`src/rtl/refresh_sched_pkg.sv`:
```
package refresh_sched_pkg;

    typedef enum logic [3:0] {
        ST_IDLE,
        ST_REQ,
        ST_PRE,
        ST_WAIT_RP,
        ST_AREF,
        ST_WAIT_RC,
        ST_SR_ENTER,
        ST_SR_HOLD,
        ST_SR_EXIT
    } sched_state_e;

endpackage

```
`src/rtl/refresh_interval_timer.sv`:
```
module refresh_interval_timer #(
    parameter int unsigned T_REF_CYC = 3_200_000,
    parameter int unsigned N_REF     = 4096
) (
    input  logic clk,
    input  logic rst_n,
    input  logic burst_mode_i,
    input  logic hold_i,
    output logic tick_o
);
    localparam int unsigned INTERVAL = T_REF_CYC / N_REF;
    localparam int unsigned TW       = $clog2(T_REF_CYC + 1);
    localparam logic [TW-1:0] LIM_DIST  = TW'(INTERVAL - 1);
    localparam logic [TW-1:0] LIM_BURST = TW'(T_REF_CYC - 1);

    logic [TW-1:0] cnt_d, cnt_q;
    logic [TW-1:0] limit;

    always_comb begin
        limit  = burst_mode_i ? LIM_BURST : LIM_DIST;
        tick_o = 1'b0;
        cnt_d  = cnt_q + 1'b1;
        if (hold_i) begin
            cnt_d = '0;
        end else if (cnt_q >= limit) begin
            tick_o = 1'b1;
            cnt_d  = '0;
        end
    end

    always_ff @(posedge clk) begin
        if (!rst_n) cnt_q <= '0;
        else        cnt_q <= cnt_d;
    end
endmodule

```
`src/rtl/refresh_debt.sv`:
```
module refresh_debt #(
    parameter int unsigned N_REF = 4096
) (
    input  logic clk,
    input  logic rst_n,
    input  logic tick_i,
    input  logic burst_mode_i,
    input  logic dec_i,
    input  logic clr_i,
    output logic pending_o
);
    localparam int unsigned DW = $clog2(N_REF + 1);
    localparam logic [DW-1:0] FULL = DW'(N_REF);

    logic [DW-1:0] debt_d, debt_q;

    always_comb begin
        debt_d = debt_q;
        if (clr_i) begin
            debt_d = '0;
        end else if (tick_i && burst_mode_i) begin
            debt_d = dec_i ? FULL - 1'b1 : FULL;
        end else if (tick_i && !dec_i) begin
            if (debt_q != FULL) debt_d = debt_q + 1'b1;
        end else if (!tick_i && dec_i) begin
            if (debt_q != '0) debt_d = debt_q - 1'b1;
        end
    end

    assign pending_o = (debt_q != '0);

    always_ff @(posedge clk) begin
        if (!rst_n) debt_q <= '0;
        else        debt_q <= debt_d;
    end
endmodule

```
`src/rtl/refresh_seq_fsm.sv`:
```
module refresh_seq_fsm
    import refresh_sched_pkg::*;
#(
    parameter int unsigned T_RP = 2,
    parameter int unsigned T_RC = 4
) (
    input  logic clk,
    input  logic rst_n,
    input  logic burst_mode_i,
    input  logic grant_i,
    input  logic sref_req_i,
    input  logic pending_i,
    output logic ref_req_o,
    output logic pre_all_o,
    output logic aref_o,
    output logic sref_enter_o,
    output logic cke_o,
    output logic ready_o,
    output logic debt_clr_o,
    output logic timer_hold_o
);
    localparam int unsigned WMAX = (T_RC > T_RP) ? T_RC : T_RP;
    localparam int unsigned WW   = $clog2(WMAX + 1);
    localparam logic [WW-1:0] LD_RP   = WW'(T_RP - 2);
    localparam logic [WW-1:0] LD_RC   = WW'(T_RC - 2);
    localparam logic [WW-1:0] LD_EXIT = WW'(T_RC - 1);

    typedef struct packed {
        sched_state_e    st;
        logic            sr;
        logic [WW-1:0]   wcnt;
    } fsm_t;

    fsm_t s_d, s_q;

    always_comb begin
        s_d = s_q;
        unique case (s_q.st)
            ST_IDLE: begin
                if (sref_req_i) begin
                    s_d.st = ST_REQ;
                    s_d.sr = 1'b1;
                end else if (pending_i) begin
                    s_d.st = ST_REQ;
                    s_d.sr = 1'b0;
                end
            end
            ST_REQ: begin
                if (grant_i) s_d.st = ST_PRE;
            end
            ST_PRE: begin
                s_d.st   = ST_WAIT_RP;
                s_d.wcnt = LD_RP;
            end
            ST_WAIT_RP: begin
                if (s_q.wcnt == '0) s_d.st = s_q.sr ? ST_SR_ENTER : ST_AREF;
                else                s_d.wcnt = s_q.wcnt - 1'b1;
            end
            ST_AREF: begin
                s_d.st   = ST_WAIT_RC;
                s_d.wcnt = LD_RC;
            end
            ST_WAIT_RC: begin
                if (s_q.wcnt == '0)
                    s_d.st = (burst_mode_i && pending_i) ? ST_AREF : ST_IDLE;
                else
                    s_d.wcnt = s_q.wcnt - 1'b1;
            end
            ST_SR_ENTER: begin
                s_d.st = ST_SR_HOLD;
            end
            ST_SR_HOLD: begin
                if (!sref_req_i) begin
                    s_d.st   = ST_SR_EXIT;
                    s_d.wcnt = LD_EXIT;
                end
            end
            ST_SR_EXIT: begin
                if (s_q.wcnt == '0) begin
                    s_d.st = ST_IDLE;
                    s_d.sr = 1'b0;
                end else begin
                    s_d.wcnt = s_q.wcnt - 1'b1;
                end
            end
            default: s_d.st = ST_IDLE;
        endcase
    end

    always_ff @(posedge clk) begin
        if (!rst_n) begin
            s_q.st   <= ST_IDLE;
            s_q.sr   <= 1'b0;
            s_q.wcnt <= '0;
        end else begin
            s_q <= s_d;
        end
    end

    logic in_sr;
    assign in_sr        = (s_q.st == ST_SR_ENTER) || (s_q.st == ST_SR_HOLD)
                       || (s_q.st == ST_SR_EXIT);
    assign ref_req_o    = (s_q.st != ST_IDLE);
    assign pre_all_o    = (s_q.st == ST_PRE);
    assign aref_o       = (s_q.st == ST_AREF);
    assign sref_enter_o = (s_q.st == ST_SR_ENTER);
    assign cke_o        = !((s_q.st == ST_SR_ENTER) || (s_q.st == ST_SR_HOLD));
    assign ready_o      = !in_sr;
    assign debt_clr_o   = (s_q.st == ST_SR_HOLD) || (s_q.st == ST_SR_EXIT);
    assign timer_hold_o = in_sr;
endmodule

```
`src/rtl/sdram_refresh_sched.sv`:
```
module sdram_refresh_sched #(
    parameter int unsigned T_REF_CYC = 3_200_000,
    parameter int unsigned N_REF     = 4096,
    parameter int unsigned T_RP      = 2,
    parameter int unsigned T_RC      = 4
) (
    input  logic clk,
    input  logic rst_n,
    input  logic burst_mode_i,
    input  logic grant_i,
    input  logic sref_req_i,
    output logic ref_req_o,
    output logic pre_all_o,
    output logic aref_o,
    output logic sref_enter_o,
    output logic cke_o,
    output logic ready_o
);
    logic tick;
    logic pending;
    logic debt_clr;
    logic timer_hold;

    refresh_interval_timer #(
        .T_REF_CYC (T_REF_CYC),
        .N_REF     (N_REF)
    ) u_timer (
        .clk          (clk),
        .rst_n        (rst_n),
        .burst_mode_i (burst_mode_i),
        .hold_i       (timer_hold),
        .tick_o       (tick)
    );

    refresh_debt #(
        .N_REF (N_REF)
    ) u_debt (
        .clk          (clk),
        .rst_n        (rst_n),
        .tick_i       (tick),
        .burst_mode_i (burst_mode_i),
        .dec_i        (aref_o),
        .clr_i        (debt_clr),
        .pending_o    (pending)
    );

    refresh_seq_fsm #(
        .T_RP (T_RP),
        .T_RC (T_RC)
    ) u_fsm (
        .clk          (clk),
        .rst_n        (rst_n),
        .burst_mode_i (burst_mode_i),
        .grant_i      (grant_i),
        .sref_req_i   (sref_req_i),
        .pending_i    (pending),
        .ref_req_o    (ref_req_o),
        .pre_all_o    (pre_all_o),
        .aref_o       (aref_o),
        .sref_enter_o (sref_enter_o),
        .cke_o        (cke_o),
        .ready_o      (ready_o),
        .debt_clr_o   (debt_clr),
        .timer_hold_o (timer_hold)
    );
endmodule

```
`config.mk`:
```
export PLATFORM = sky130hd
export DESIGN_NAME = sdram_refresh_sched
export DESIGN_NICKNAME = d
export VERILOG_FILES = /design/src/rtl/refresh_sched_pkg.sv /design/src/rtl/refresh_interval_timer.sv /design/src/rtl/refresh_debt.sv /design/src/rtl/refresh_seq_fsm.sv /design/src/rtl/sdram_refresh_sched.sv
export SDC_FILE = /design/constraint.sdc
export NUM_CORES = 1
export LEC_CHECK = 0
export BUFFER_PORTS_ARGS = -buffer_cell sky130_fd_sc_hd__buf_2
export CORE_MARGIN = 4
export CORE_UTILIZATION = 60
export CTS_CLUSTER_DIAMETER = 80
export DETAILED_ROUTE_END_ITERATION = 8
export PLACE_DENSITY = 0.78
export REMOVE_ABC_BUFFERS = 1
export SLEW_MARGIN = 20
export SYNTH_ARGS = -nofsm -noshare
export SYNTH_HDL_FRONTEND = slang
export SYNTH_SLANG_ARGS = --single-unit
```
`constraint.sdc`:
```
create_clock -name clk -period 12.1 [get_ports clk]
set_input_delay 1.21 -clock clk [delete_from_list [all_inputs] [get_ports clk]]
set_output_delay 1.21 -clock clk [all_outputs]
set_load 0.03 [all_outputs]
```
==> results of run 1 <==
==> layout by cell type (no fill, tap or decap), types with 3 or more instances in the layout <==
cell	n
nor2b_1	6
mux2i_1	9
inv_1	12
o211ai_1	5
nand4_1	7
clkbuf_8	6
nor2_2	15
nor4_1	6
a21o_1	8
xor2_1	12
a21oi_1	13
dfxtp_1	43
buf_2	10
a41oi_1	3
and3_1	8
a21boi_0	3
o21ai_0	19
nor2_1	23
nand3_1	17
nand2_1	21
ha_1	27
o21bai_1	3
nand2b_1	5
a21oi_2	10
xnor2_1	19
a211oi_1	6
and4_1	4
nor3_1	11
==> where the power goes <==
group	internal [mW]	total [mW]	leakage, nW	switching, mW
Clock	0.0668	0.116	0.0612	0.0488
Sequential	0.150	0.167	0.348	0.0168
Combinational	0.0385	0.100	0.875	0.0618
==> metrics by stage <==
step	std cells	instance area (um2)	util	setup slack, ns	hold slack (ns)
6_report	431	3250	0.671	6.98	0.512
5_1_grt	431	3250	0.671	6.49	0.544
4_1_cts	431	3250	0.671	7.01	0.516
3_5_place_dp	423	3140	0.647	6.68	0.496
3_3_place_gp	423	3140	0.647	6.80	0.482
2_1_floorplan	345	3000	-	7.31	0.471
==> critical path, stage by stage <==
cell and delay (ns):
buf_2 0.14, inv_1 0.30, ha_1 0.31, a211o_1 0.26, o211ai_1 0.09, o211ai_1 0.14
a311oi_1 0.48, nor2_1 0.08, ha_1 0.23, inv_1 0.37, ha_1 0.37, a211oi_1 0.37
o211ai_1 0.19, a21oi_1 0.19, mux2i_1 0.25, xnor2_1 0.09, a211oi_1 0.24
==> cell families after synthesis <==
logic type,after synthesis,synth area share
and+or+nand+nor,131,0.228
DFF,43,0.281
muxes,9,0.0294
xor gates and xnor gates,31,0.0886
adders and majority gates,28,0.117
AOI/OAI and AO/OA,91,0.219
buffers and inverters,23,0.0368
==> sequential cells by signal (all words and copies together), names as in the netlist <==
signal         count
u_debt.debt_q     13
u_fsm.s_q          8
u_timer.cnt_q     22
==> per-layer routing <==
layer | vias to the layer above | part of all wire
li1 | 1324 | -
met1 | 1157 | 0.49
met2 | 45 | 0.46
met3 | 11 | 0.033
met4 | 0 | 0.015
met5 | - | 0
==> layout make-up <==
cell class | instances | area (um2)
Clock buffer | 6 | 82.6
Clock inverter | 2 | 35.0
Fill cell | 433 | 1590
Inverter | 12 | 45.0
Multi-Input combinational cell | 290 | 2090
Sequential cell | 43 | 861
Tap cell | 67 | 83.8
Timing Repair Buffer | 11 | 57.6
==> final timing paths <==
kind | endpoint | slack, ns | cells past startpoint
max | u_debt.debt_q[12] | 6.98 | 17
min | u_fsm.s_q[1] | 0.51 | 1
max reg2reg | u_debt.debt_q[12] | 7.90 | 14
min reg2reg | u_fsm.s_q[1] | 0.51 | 1
==> metrics.md, run 1 <==
| Metric | Value |
|---|---|
| # DRC | 0 |
| WP data arrival | between 5 and 6 ns |
| Final setup viols | 0 |
| Final Slew Violations | 0 |
| Post-cts resize count | 0 |
| Power density cells | 118 mW/mm2 |
| Clock tree buffer depth | 2 |
| Number of synthesized flops with an enable pin | 0 |
| Total Power | between 0.3 and 0.4 mW |
| # port buffers | 10 |
| CTS clk-pin slew, worst paths | around 0.08 ns |
| VDD IR max | 0.0000807 V |
| CTS Buf Count | 5 |
| Synth cell types | 54 |
| H-tree depth | 2 |
| Syn-to-layout area delta | 6.25% |
| Crit path from | burst_mode_i |
| Hold crit path type | reg -> reg |
| Top cells by count, synth | 43 x dfxtp_1, 27 x ha_1, 23 x nor2_1 |
| Rel. slew slack | 0.363 |
| Clock skew | 0.00771 ns |
| Slew of the pin with the lowest slew margin | 0.943 ns |
| First-pass GRT wire length | 11.1 mm |
| Vert. Die Dim | 79.5 um |
| Avg WL per Cell | between 10 and 15 um |
| Final ANT Viol Nets | 0 |
| M2 GR Usage | 0.347 |
| Via count | 2537 |
| Nets | 396 |
| Clock root cell | clkbuf_8 |
| Max Clk Rate | 195 MHz |
| Pin count of the biggest net entering global routing | 23 |
| Minimum clock period | 5.12 ns |
| Clock sinks | 43 |
| Sequential area share after synthesis | 0.281 |
| GR peak layer | met2 |
| GR met3 Demand/Resource | 0.0384 |
| Routed WL | 6.10 mm |
| Run status | completed |
| Synth Warn # | 0 |
| HP Start | u_fsm.s_q[1] |
| CP Class | in -> reg |
| Io pins | 11 |
| Num rows | 25 |
| Max-cap violations | 0 |
| TritonCTS clock tree | built |
| Worst skew pair latency | 0.29 ns |
| Vias per std cell | 5.89 |
| Req. time, crit path | between 10 and 15 ns |
| Post-CTS Setup Repair Bufs | 0 |
| Initial Util | 0.632 |
| Setup tns final | 0 ns |
| Post-synth top area share | 0.281 |
| Initial antenna violation count | 0 |
| Vias in the first global route | 2540 |
| Hold-fix buffers, CTS | 0 |
| Layout cells sized above 1 | 0.143 |
| Flops & latches, synth | 43 |
| Dpl hpwl | 4.50 mm |
| Largest area contributor in the netlist | dfxtp_1 |
| Crit path launch type | input port |
| Period utilisation layout | 0.423 |
| Total GRT Usage | 0.215 |
| Area contributors post-synth | dfxtp_1 28%, ha_1 11%, xnor2_1 5.4% |
| Synth async-reset ratio | 0 |
| Synth Instances | 356 |
| Final hold viol count | 0 |
| Mapped Area | ~0.0031 mm2 |
| Die W | 79.5 um |
| GRT met1 Usage | 0.285 |
| Top-count cell post-synth | dfxtp_1 |
| Core ar. | roughly 0.0048 mm2 |
| Syn avg cell area | 8.60 um2 |
| GPL Wtd Cong | 0.884 |
| Worst Setup End Kind | flip-flop |
| Die ar. | roughly 0.0063 mm2 |
| Unrepaired setup endpoints after global routing | no |
| Max FO, Critical Path | 14 |
| Antenna cell count | 0 |
| First-pass DRT Iterations | 4 |
| Reg-to-Reg Start | u_timer.cnt_q[19] |
| Initial DRC count | 199 |
| Leak pwr | roughly 1.3 nW |
| Top_reg_cell synth | dfxtp_1 |
| Grt ovf | 0 |
Note: power is estimated with default switching activity, not from simulation.
==> inputs of run 2 (changes only) <==
==> constraint.sdc (replaced) <==
create_clock -name clk -period 4.9 [get_ports clk]
set_input_delay 0.49 -clock clk [delete_from_list [all_inputs] [get_ports clk]]
set_output_delay 0.49 -clock clk [all_outputs]
set_load 0.03 [all_outputs]
==> run 2 against run 1 <==
  * Wire length grew 2.8%
  * Flip-flop and latch count is the same
  * Final area shrank 0.54%
  * Global-route usage grew 0.35 points
  * Largest cell class unchanged
  * Highest routed layer unchanged
==> metrics.md, run 2 (synthesis results as in run 1) <==
| Metric | Value |
|---|---|
| Run status | completed |
| H-tree depth | 2 (unchanged) |
| Pin count of the biggest net entering global routing | 23 (unchanged) |
| HP Start | u_fsm.s_q[1] |
| CP Class | in -> reg |
| Initial Util | 0.632 (unchanged) |
| Reg area | 861 um2 (unchanged) |
| Antenna cell count | 0 (unchanged) |
| Crit path largest cell delay | 0.49 ns (about the same) |
| Max-cap violations | 0 (unchanged) |
| # port buffers | 10 (unchanged) |
| Crit path max-delay family | compound AO/OA/AOI/OAI gates |
| Initial DRC count | 221 (+11%) |
| CP Cell Sequence | buf_2 -> inv_1 -> ha_1 -> a211o_1 -> o211ai_1 -> o211ai_1 -> a311oi_1 -> nor2_1 -> ha_1 -> inv_1 -> ha_1 -> a211oi_1 -> o211ai_1 -> a21oi_1 -> mux2i_1 -> xnor2_1 -> a211oi_1 |
| Clock root cell | clkbuf_8 |
| Layout cells sized above 1 | 0.145 (+0.00195) |
| Max FO, Critical Path | 12 (-2) |
| Period utilisation layout | 0.852 |
| Via count | 2642 (+4.1%) |
| Core ar. | 0.00485 mm2 (unchanged) |
| Max Clk Rate | between 200 and 250 MHz |
| Vias in the first global route | 2480 (-2.4%) |
| Buf/Inv on CP | 3 (unchanged) |
| VDD IR max | 0.000153 V (+90%) |
| Most frequent cells in the layout | 43 x dfxtp_1, 27 x ha_1, 23 x nor2_1, 21 x nand2_1 |
| Fin util | 0.668 (-0.00361) |
| Post-CTS Setup Repair Bufs | 0 (unchanged) |
| Final setup viols | 0 (unchanged) |
| Num rows | 25 (unchanged) |
| Req. time, crit path | 5.12 ns (-7.18 ns) |
| # DRC | 0 (unchanged) |
| Slew of the pin with the lowest slew margin | 0.726 ns (-0.218 ns) |
| Worst Setup End Kind | flip-flop |
| Max reg flops | 22 (unchanged) |
| Vias per std cell | 6.10 (+3.7%) |
| Register with the most flip-flops | u_timer.cnt_q |
| GPL Wtd Cong | 0.922 (+4.4%) |
| Crit path launch type | input port |
| WP data arrival | 4.39 ns (-0.93 ns) |
| Final hold viol count | 0 (unchanged) |
| Multi-input gate area | 0.00209 mm2 (unchanged) |
| Top flop regs | u_timer.cnt_q x22, u_debt.debt_q x13, u_fsm.s_q x8 |
| Die ar. | 0.00631 mm2 (unchanged) |
| First-pass GRT wire length | 11.1 mm (+0.62%) |
| CTS Buf Count | 5 (unchanged) |
| Power density cells | 273 mW/mm2 (+130%) |
| Grt ovf | 0 (unchanged) |
| Unrepaired setup endpoints after global routing | no |
| Most common cell after layout, fill and taps aside | dfxtp_1 |
| CTS clk-pin slew, worst paths | 0.09 ns (about the same) |
| Clock tree buffer depth | 2 (unchanged) |
| WHS Path Cells | 1 (unchanged) |
| Final Slew Violations | 0 (unchanged) |
| Syn-to-layout area delta | 5.68% |
| Crit path max-delay cell type | a311oi_1 |
| Final ANT Viol Nets | 0 (unchanged) |
| Minimum clock period | 4.17 ns |
| Dpl hpwl | 4.69 mm (+4.1%) |
| R2r setup slk | 0.89 ns (-7.01 ns) |
| Total GRT Usage | 0.219 (+0.00355) |
| Leak pwr | 1.27 nW (-0.81%) |
| Vert. Die Dim | 79.5 um (unchanged) |
| Hold-fix buffers, CTS | 0 (unchanged) |
| Nets | 398 (+0.51%) |
| Worst skew pair latency | 0.30 ns (about the same) |
| Routed WL | 6.27 mm (+2.8%) |
| Clock skew | 0.0130 ns (+0.00533 ns) |
| TritonCTS clock tree | built |
| Hold WS | 0.513 ns (+0.000225 ns) |
| Hold crit path type | reg -> reg |
| R2R depth | 14 (unchanged) |
| Die W | 79.5 um (unchanged) |
| Post-cts resize count | 0 (unchanged) |
| Clock sinks | 43 (unchanged) |
| Reg-to-reg endpoint | u_debt.debt_q[12] |
| Reg-to-Reg Start | u_timer.cnt_q[16] |
| Setup tns final | 0 ns (unchanged) |
| Rel. slew slack | 0.515 (+0.152) |
| Initial antenna violation count | 0 (unchanged) |
| First-pass DRT Iterations | 4 (unchanged) |
| Hold Path End | u_fsm.s_q[1] |
| Filler cells | 424 (-2.1%) |
| Io pins | 11 (unchanged) |
| Avg WL per Cell | 14.5 um (+2.4%) |
[run 2: cell count changes in the layout (fill, tap and decap cells not counted)]
| cell | before | now |
|---|---|---|
| clkbuf_1 | 0 | 1 |
| bufinv_16 | 1 | 0 |
| clkbuf_8 | 6 | 5 |
| buf_4 | 1 | 3 |
| clkinvlp_4 | 0 | 1 |
[run 2: area by class of cell]
cell class,instances,area share
clock buffer,6,0.0224
clock inverter,2,0.00387
inverter,12,0.0139
multi-input combinational,290,0.646
sequential,43,0.266
tap,67,0.0259
timing repair buffer,13,0.0224
[run 2: how the worst max path moves through the flow]
stage	start	end	slack, ns	cells after the start
final	burst_mode_i	u_debt.debt_q[12]	0.73	17
after global placement	burst_mode_i	u_debt.debt_q[12]	0.58	18
after floorplan	burst_mode_i	u_debt.debt_q[12]	0.83	16
after detailed placement	burst_mode_i	u_debt.debt_q[12]	0.40	17
after CTS	burst_mode_i	u_debt.debt_q[12]	0.75	17
after global routing	burst_mode_i	u_debt.debt_q[12]	0.38	17
[run 2: power breakdown]
group          switching [mW]  internal [mW]
Clock                   0.126         0.0998
Combinational           0.153         0.0950
Sequential             0.0390          0.372
Total                   0.318          0.566
[run 2: through the flow]
stage / worst slack [ns] / instance area (um2) / total power, mW / std cells
finish: 0.726 / 3240 / 0.885 / 433
global route: 0.379 / 3240 / 0.950 / 433
CTS: 0.746 / 3240 / 0.890 / 433
detailed placement: 0.401 / 3150 / 0.662 / 425
global placement: 0.580 / 3150 / 0.658 / 425
floorplan: 0.827 / 3000 / 0.604 / 345
[run 2: per-layer routing]
layer	share of wire	global-route usage	up-vias
met5	0	0	-
met2	0.48	0.356	61
li1	-	-	1339
met3	0.043	0.0361	11
met1	0.46	0.290	1231
met4	0.015	0.0790	0
==> inputs of run 3 (changes only) <==
--- a/config.mk
+++ b/config.mk
@@ -5,12 +5,13 @@
 export SDC_FILE = /design/constraint.sdc
 export NUM_CORES = 1
 export LEC_CHECK = 0
+export ABC_AREA = 1
 export BUFFER_PORTS_ARGS = -buffer_cell sky130_fd_sc_hd__buf_2
 export CORE_MARGIN = 4
 export CORE_UTILIZATION = 60
 export CTS_CLUSTER_DIAMETER = 80
 export DETAILED_ROUTE_END_ITERATION = 8
-export PLACE_DENSITY = 0.78
+export PLACE_DENSITY = 0.77
 export REMOVE_ABC_BUFFERS = 1
 export SLEW_MARGIN = 20
 export SYNTH_ARGS = -nofsm -noshare
==> run 3 against run 2 <==
  * Via count up 9.7%
  * Cell count up 27%
  * Critical path type unchanged
  * Combinational power up 35%
  * Sequential share of layout area down 1.2 points
  * Maximum frequency up 8.5%
  * Largest power group unchanged
  * Clock skew down 0.0026 ns
  * Register-to-register slack better by 0.38 ns
  * Critical path depth up 4
  * Utilization down 0.30 points
  * Setup slack better by 0.33 ns
  * Highest routed layer unchanged
  * Clock-buffer cell count down 1
  * Critical endpoint is now u_debt.debt_q[9]
  * Wire length up 8.0%
==> metrics.md, run 3 <==
| Metric | Value |
|---|---|
| Run status | completed |
| Combinational Power Share | 0.323 (+0.043) |
| Clock tree buffer depth | 2 (unchanged) |
| HP Start | u_timer.cnt_q[0] |
| Largest family of logic cells by synthesized area | simple AND/OR/NAND/NOR gates |
| VDD IR max | 0.000191 V (+25%) |
| Reg-to-reg endpoint | u_debt.debt_q[9] |
| Hold-fix buffers, CTS | 0 (unchanged) |
| Final Slew Violations | 0 (unchanged) |
| Crit path launch type | input port |
| Top flop regs | u_timer.cnt_q x22, u_debt.debt_q x13, u_fsm.s_q x8 |
| Period utilisation layout | 0.785 (-0.0666) |
| Die W | 80.8 um (+1.7%) |
| Flops & latches, synth | 43 (unchanged) |
| Unrepaired setup endpoints after global routing | no |
| First-pass GRT wire length | 11.9 mm (+7.2%) |
| Max-cap violations | 0 (unchanged) |
| Hold WS | 0.460 ns (-0.0527 ns) |
| Dpl cells | 542 (+28%) |
| Top cells by count, synth | 88 x nand2_1, 66 x inv_1, 66 x nor2_1 |
| Req. time, crit path | 5.09 ns (-0.03 ns) |
| Area contributors post-synth | dfxtp_1 27%, ha_1 11%, nand2_1 10% |
| Antenna cell count | 0 (unchanged) |
| Syn-to-layout area delta | 6.81% |
| Slew of the pin with the lowest slew margin | 0.956 ns (+0.230 ns) |
| Clock sinks | 43 (unchanged) |
| Max Clk Rate | 260 MHz (+8.5%) |
| Die ar. | 0.00653 mm2 (+3.4%) |
| Reg area | 861 um2 (unchanged) |
| Multi-input gate area | 0.00202 mm2 (-3.5%) |
| Sw power | 0.396 mW (+24%) |
| Routed WL | 6.77 mm (+8.0%) |
| Synth async-reset ratio | 0 (unchanged) |
| CP Class | in -> reg |
| Setup tns final | 0 ns (unchanged) |
| Clock share of power | 0.276 (+0.020) |
| R2R depth | 19 (+5) |
| Fin util | 0.665 (-0.00299) |
| Via count | 2898 (+9.7%) |
| Post-synthesis adder-cell area fraction | 0.113 (-0.00423) |
| Synth Instances | 467 (+31%) |
| Final setup viols | 0 (unchanged) |
| Total GRT Usage | 0.228 (+0.00980) |
| Hold crit path type | reg -> reg |
| Num rows | 26 (+4.0%) |
| Max reg flops | 22 (unchanged) |
| Pin count of the biggest net entering global routing | 23 (unchanged) |
| Worst skew pair latency | 0.30 ns (about the same) |
| Simple-gate share of the synthesized area | 0.336 (+0.108) |
| Largest area contributor in the netlist | dfxtp_1 |
| Compound-Gate Fraction of Synth Area | 0.137 (-0.0827) |
| Layout cells sized above 1 | 0.115 (-0.0302) |
| Synth cell types | 40 (-26%) |
| Most frequent cells in the layout | 88 x nand2_1, 66 x inv_1, 66 x nor2_1, 43 x dfxtp_1, 32 x a21oi_1 |
| Final ANT Viol Nets | 0 (unchanged) |
| Filler cells | 484 (+14%) |
| Worst Setup End Kind | flip-flop |
| # DRC | 0 (unchanged) |
| Clock root cell | clkbuf_8 |
| WHS Path Cells | 1 (unchanged) |
| Syn avg cell area | 6.81 um2 (-21%) |
| GPL Wtd Cong | 0.840 (-8.9%) |
| Mapped Area | 0.00318 mm2 (+3.8%) |
| Vias in the first global route | 2734 (+10%) |
| Number of synthesized flops with an enable pin | 0 (unchanged) |
| Sw frac | 0.382 (+0.0223) |
| Multiplexer share of the synthesized area | 0 (-0.0294) |
| TritonCTS clock tree | built |
| Initial DRC count | 134 (-39%) |
| Nets | 512 (+29%) |
| WP data arrival | 4.04 ns (-0.35 ns) |
| Core ar. | 0.00511 mm2 (+5.3%) |
| Top_reg_cell synth | dfxtp_1 |
| Fin cells | 550 (+27%) |
| H-tree depth | 2 (unchanged) |
| Total Power | 1.04 mW (+17%) |
| Top-count cell post-synth | nand2_1 |
| Hold Path End | u_timer.cnt_q[0] |
| Xor and xnor fraction of the mapped netlist area | 0.0496 (-0.0390) |
| R2r setup slk | 1.27 ns (+0.38 ns) |
| First-pass DRT Iterations | 4 (unchanged) |
| Clock skew | 0.0105 ns (-0.00259 ns) |
| Register with the most flip-flops | u_timer.cnt_q |
| Post-synth top area share | 0.271 (-0.0102) |
| Rel. slew slack | 0.361 (-0.154) |
| Post-cts resize count | 0 (unchanged) |
| CTS Buf Count | 5 (unchanged) |
| Final hold viol count | 0 (unchanged) |
| Vias per std cell | 5.27 (-14%) |
| Most common cell after layout, fill and taps aside | nand2_1 |
| CTS clk-pin slew, worst paths | 0.09 ns (about the same) |
| Max FO, Critical Path | 13 (+1) |
| Minimum clock period | 3.85 ns (-0.326 ns) |
| # port buffers | 10 (unchanged) |
| Reg-to-Reg Start | u_timer.cnt_q[12] |
| Synth Warn # | 0 (unchanged) |
| Avg WL per Cell | 12.3 um (-15%) |
| Post-CTS Setup Repair Bufs | 0 (unchanged) |
| Grt ovf | 0 (unchanged) |
| Leak pwr | 1.55 nW (+22%) |
| Int Pwr | 0.640 mW (+13%) |
| Io pins | 11 (unchanged) |
| Initial antenna violation count | 0 (unchanged) |
| Dpl hpwl | 5.22 mm (+11%) |
| Sequential share of power | 0.401 (-0.063) |
| Sequential area share after synthesis | 0.271 (-0.0102) |
| Power density cells | 305 mW/mm2 (+12%) |
| Vert. Die Dim | 80.8 um (+1.7%) |
| Initial Util | 0.622 (-0.00950) |
run 3: layer usage:
metal / vias up / part of all wire / track usage
met1: 1297 / 0.45 / 0.280
li1: 1543 / - / -
met5: - / 0 / 0
met4: 0 / 0.022 / 0.0777
met3: 14 / 0.029 / 0.0322
met2: 44 / 0.49 / 0.409
run 3: worst max-delay path by stage:
stage	from	to	slack [ns]	cells past startpoint
after global routing	burst_mode_i	u_debt.debt_q[7]	0.68	21
after global placement	burst_mode_i	u_debt.debt_q[9]	1.02	21
after floorplan	burst_mode_i	u_debt.debt_q[9]	1.52	20
final	burst_mode_i	u_debt.debt_q[9]	1.05	21
after detailed placement	burst_mode_i	u_debt.debt_q[9]	0.83	21
after CTS	burst_mode_i	u_debt.debt_q[9]	1.09	21
run 3: cell families after synthesis:
kind of cell	count (synthesis)
fa+ha+maj	28
flops	43
xor+xnor	18
compound gates	77
buf+inv	74
simple gates	227
run 3: power groups by stage:
stage	Combinational (mW)	Clock (mW)	Sequential, mW
floorplan	0.257	0	0.416
global placement	0.328	0	0.424
detailed placement	0.333	0	0.424
CTS	0.334	0.294	0.416
global route	0.384	0.306	0.420
finish	0.334	0.286	0.416
run 3: through the flow:
step	setup slack, ns	area, um2
4_1_cts	1.09	3390
5_1_grt	0.681	3390
3_3_place_gp	1.02	3280
3_5_place_dp	0.826	3280
2_1_floorplan	1.52	3130
6_report	1.05	3390
run 3: layout make-up:
class                   count  share of cell area
clock buffers               5              0.0203
flip-flops and latches     43               0.254
inverters                  68              0.0756
clock inverters             3              0.0136
repair buffers             11              0.0170
multi-input cells         350               0.594
well taps                  70              0.0258
run 3: critical path: stages:
cell and delay, ns:
buf_2 0.15, inv_1 0.20, ha_1 0.35, inv_1 0.05, nor2_2 0.11, nand3_2 0.08
nor2_2 0.11, nand2_1 0.08, nand2_1 0.10, nand2_2 0.07, a21boi_0 0.18, ha_1 0.21
inv_1 0.23, ha_1 0.42, a21oi_1 0.16, nand2_1 0.13, a21boi_0 0.36, o21ai_0 0.18
xor2_1 0.18, a21oi_2 0.14, nor2_1 0.05
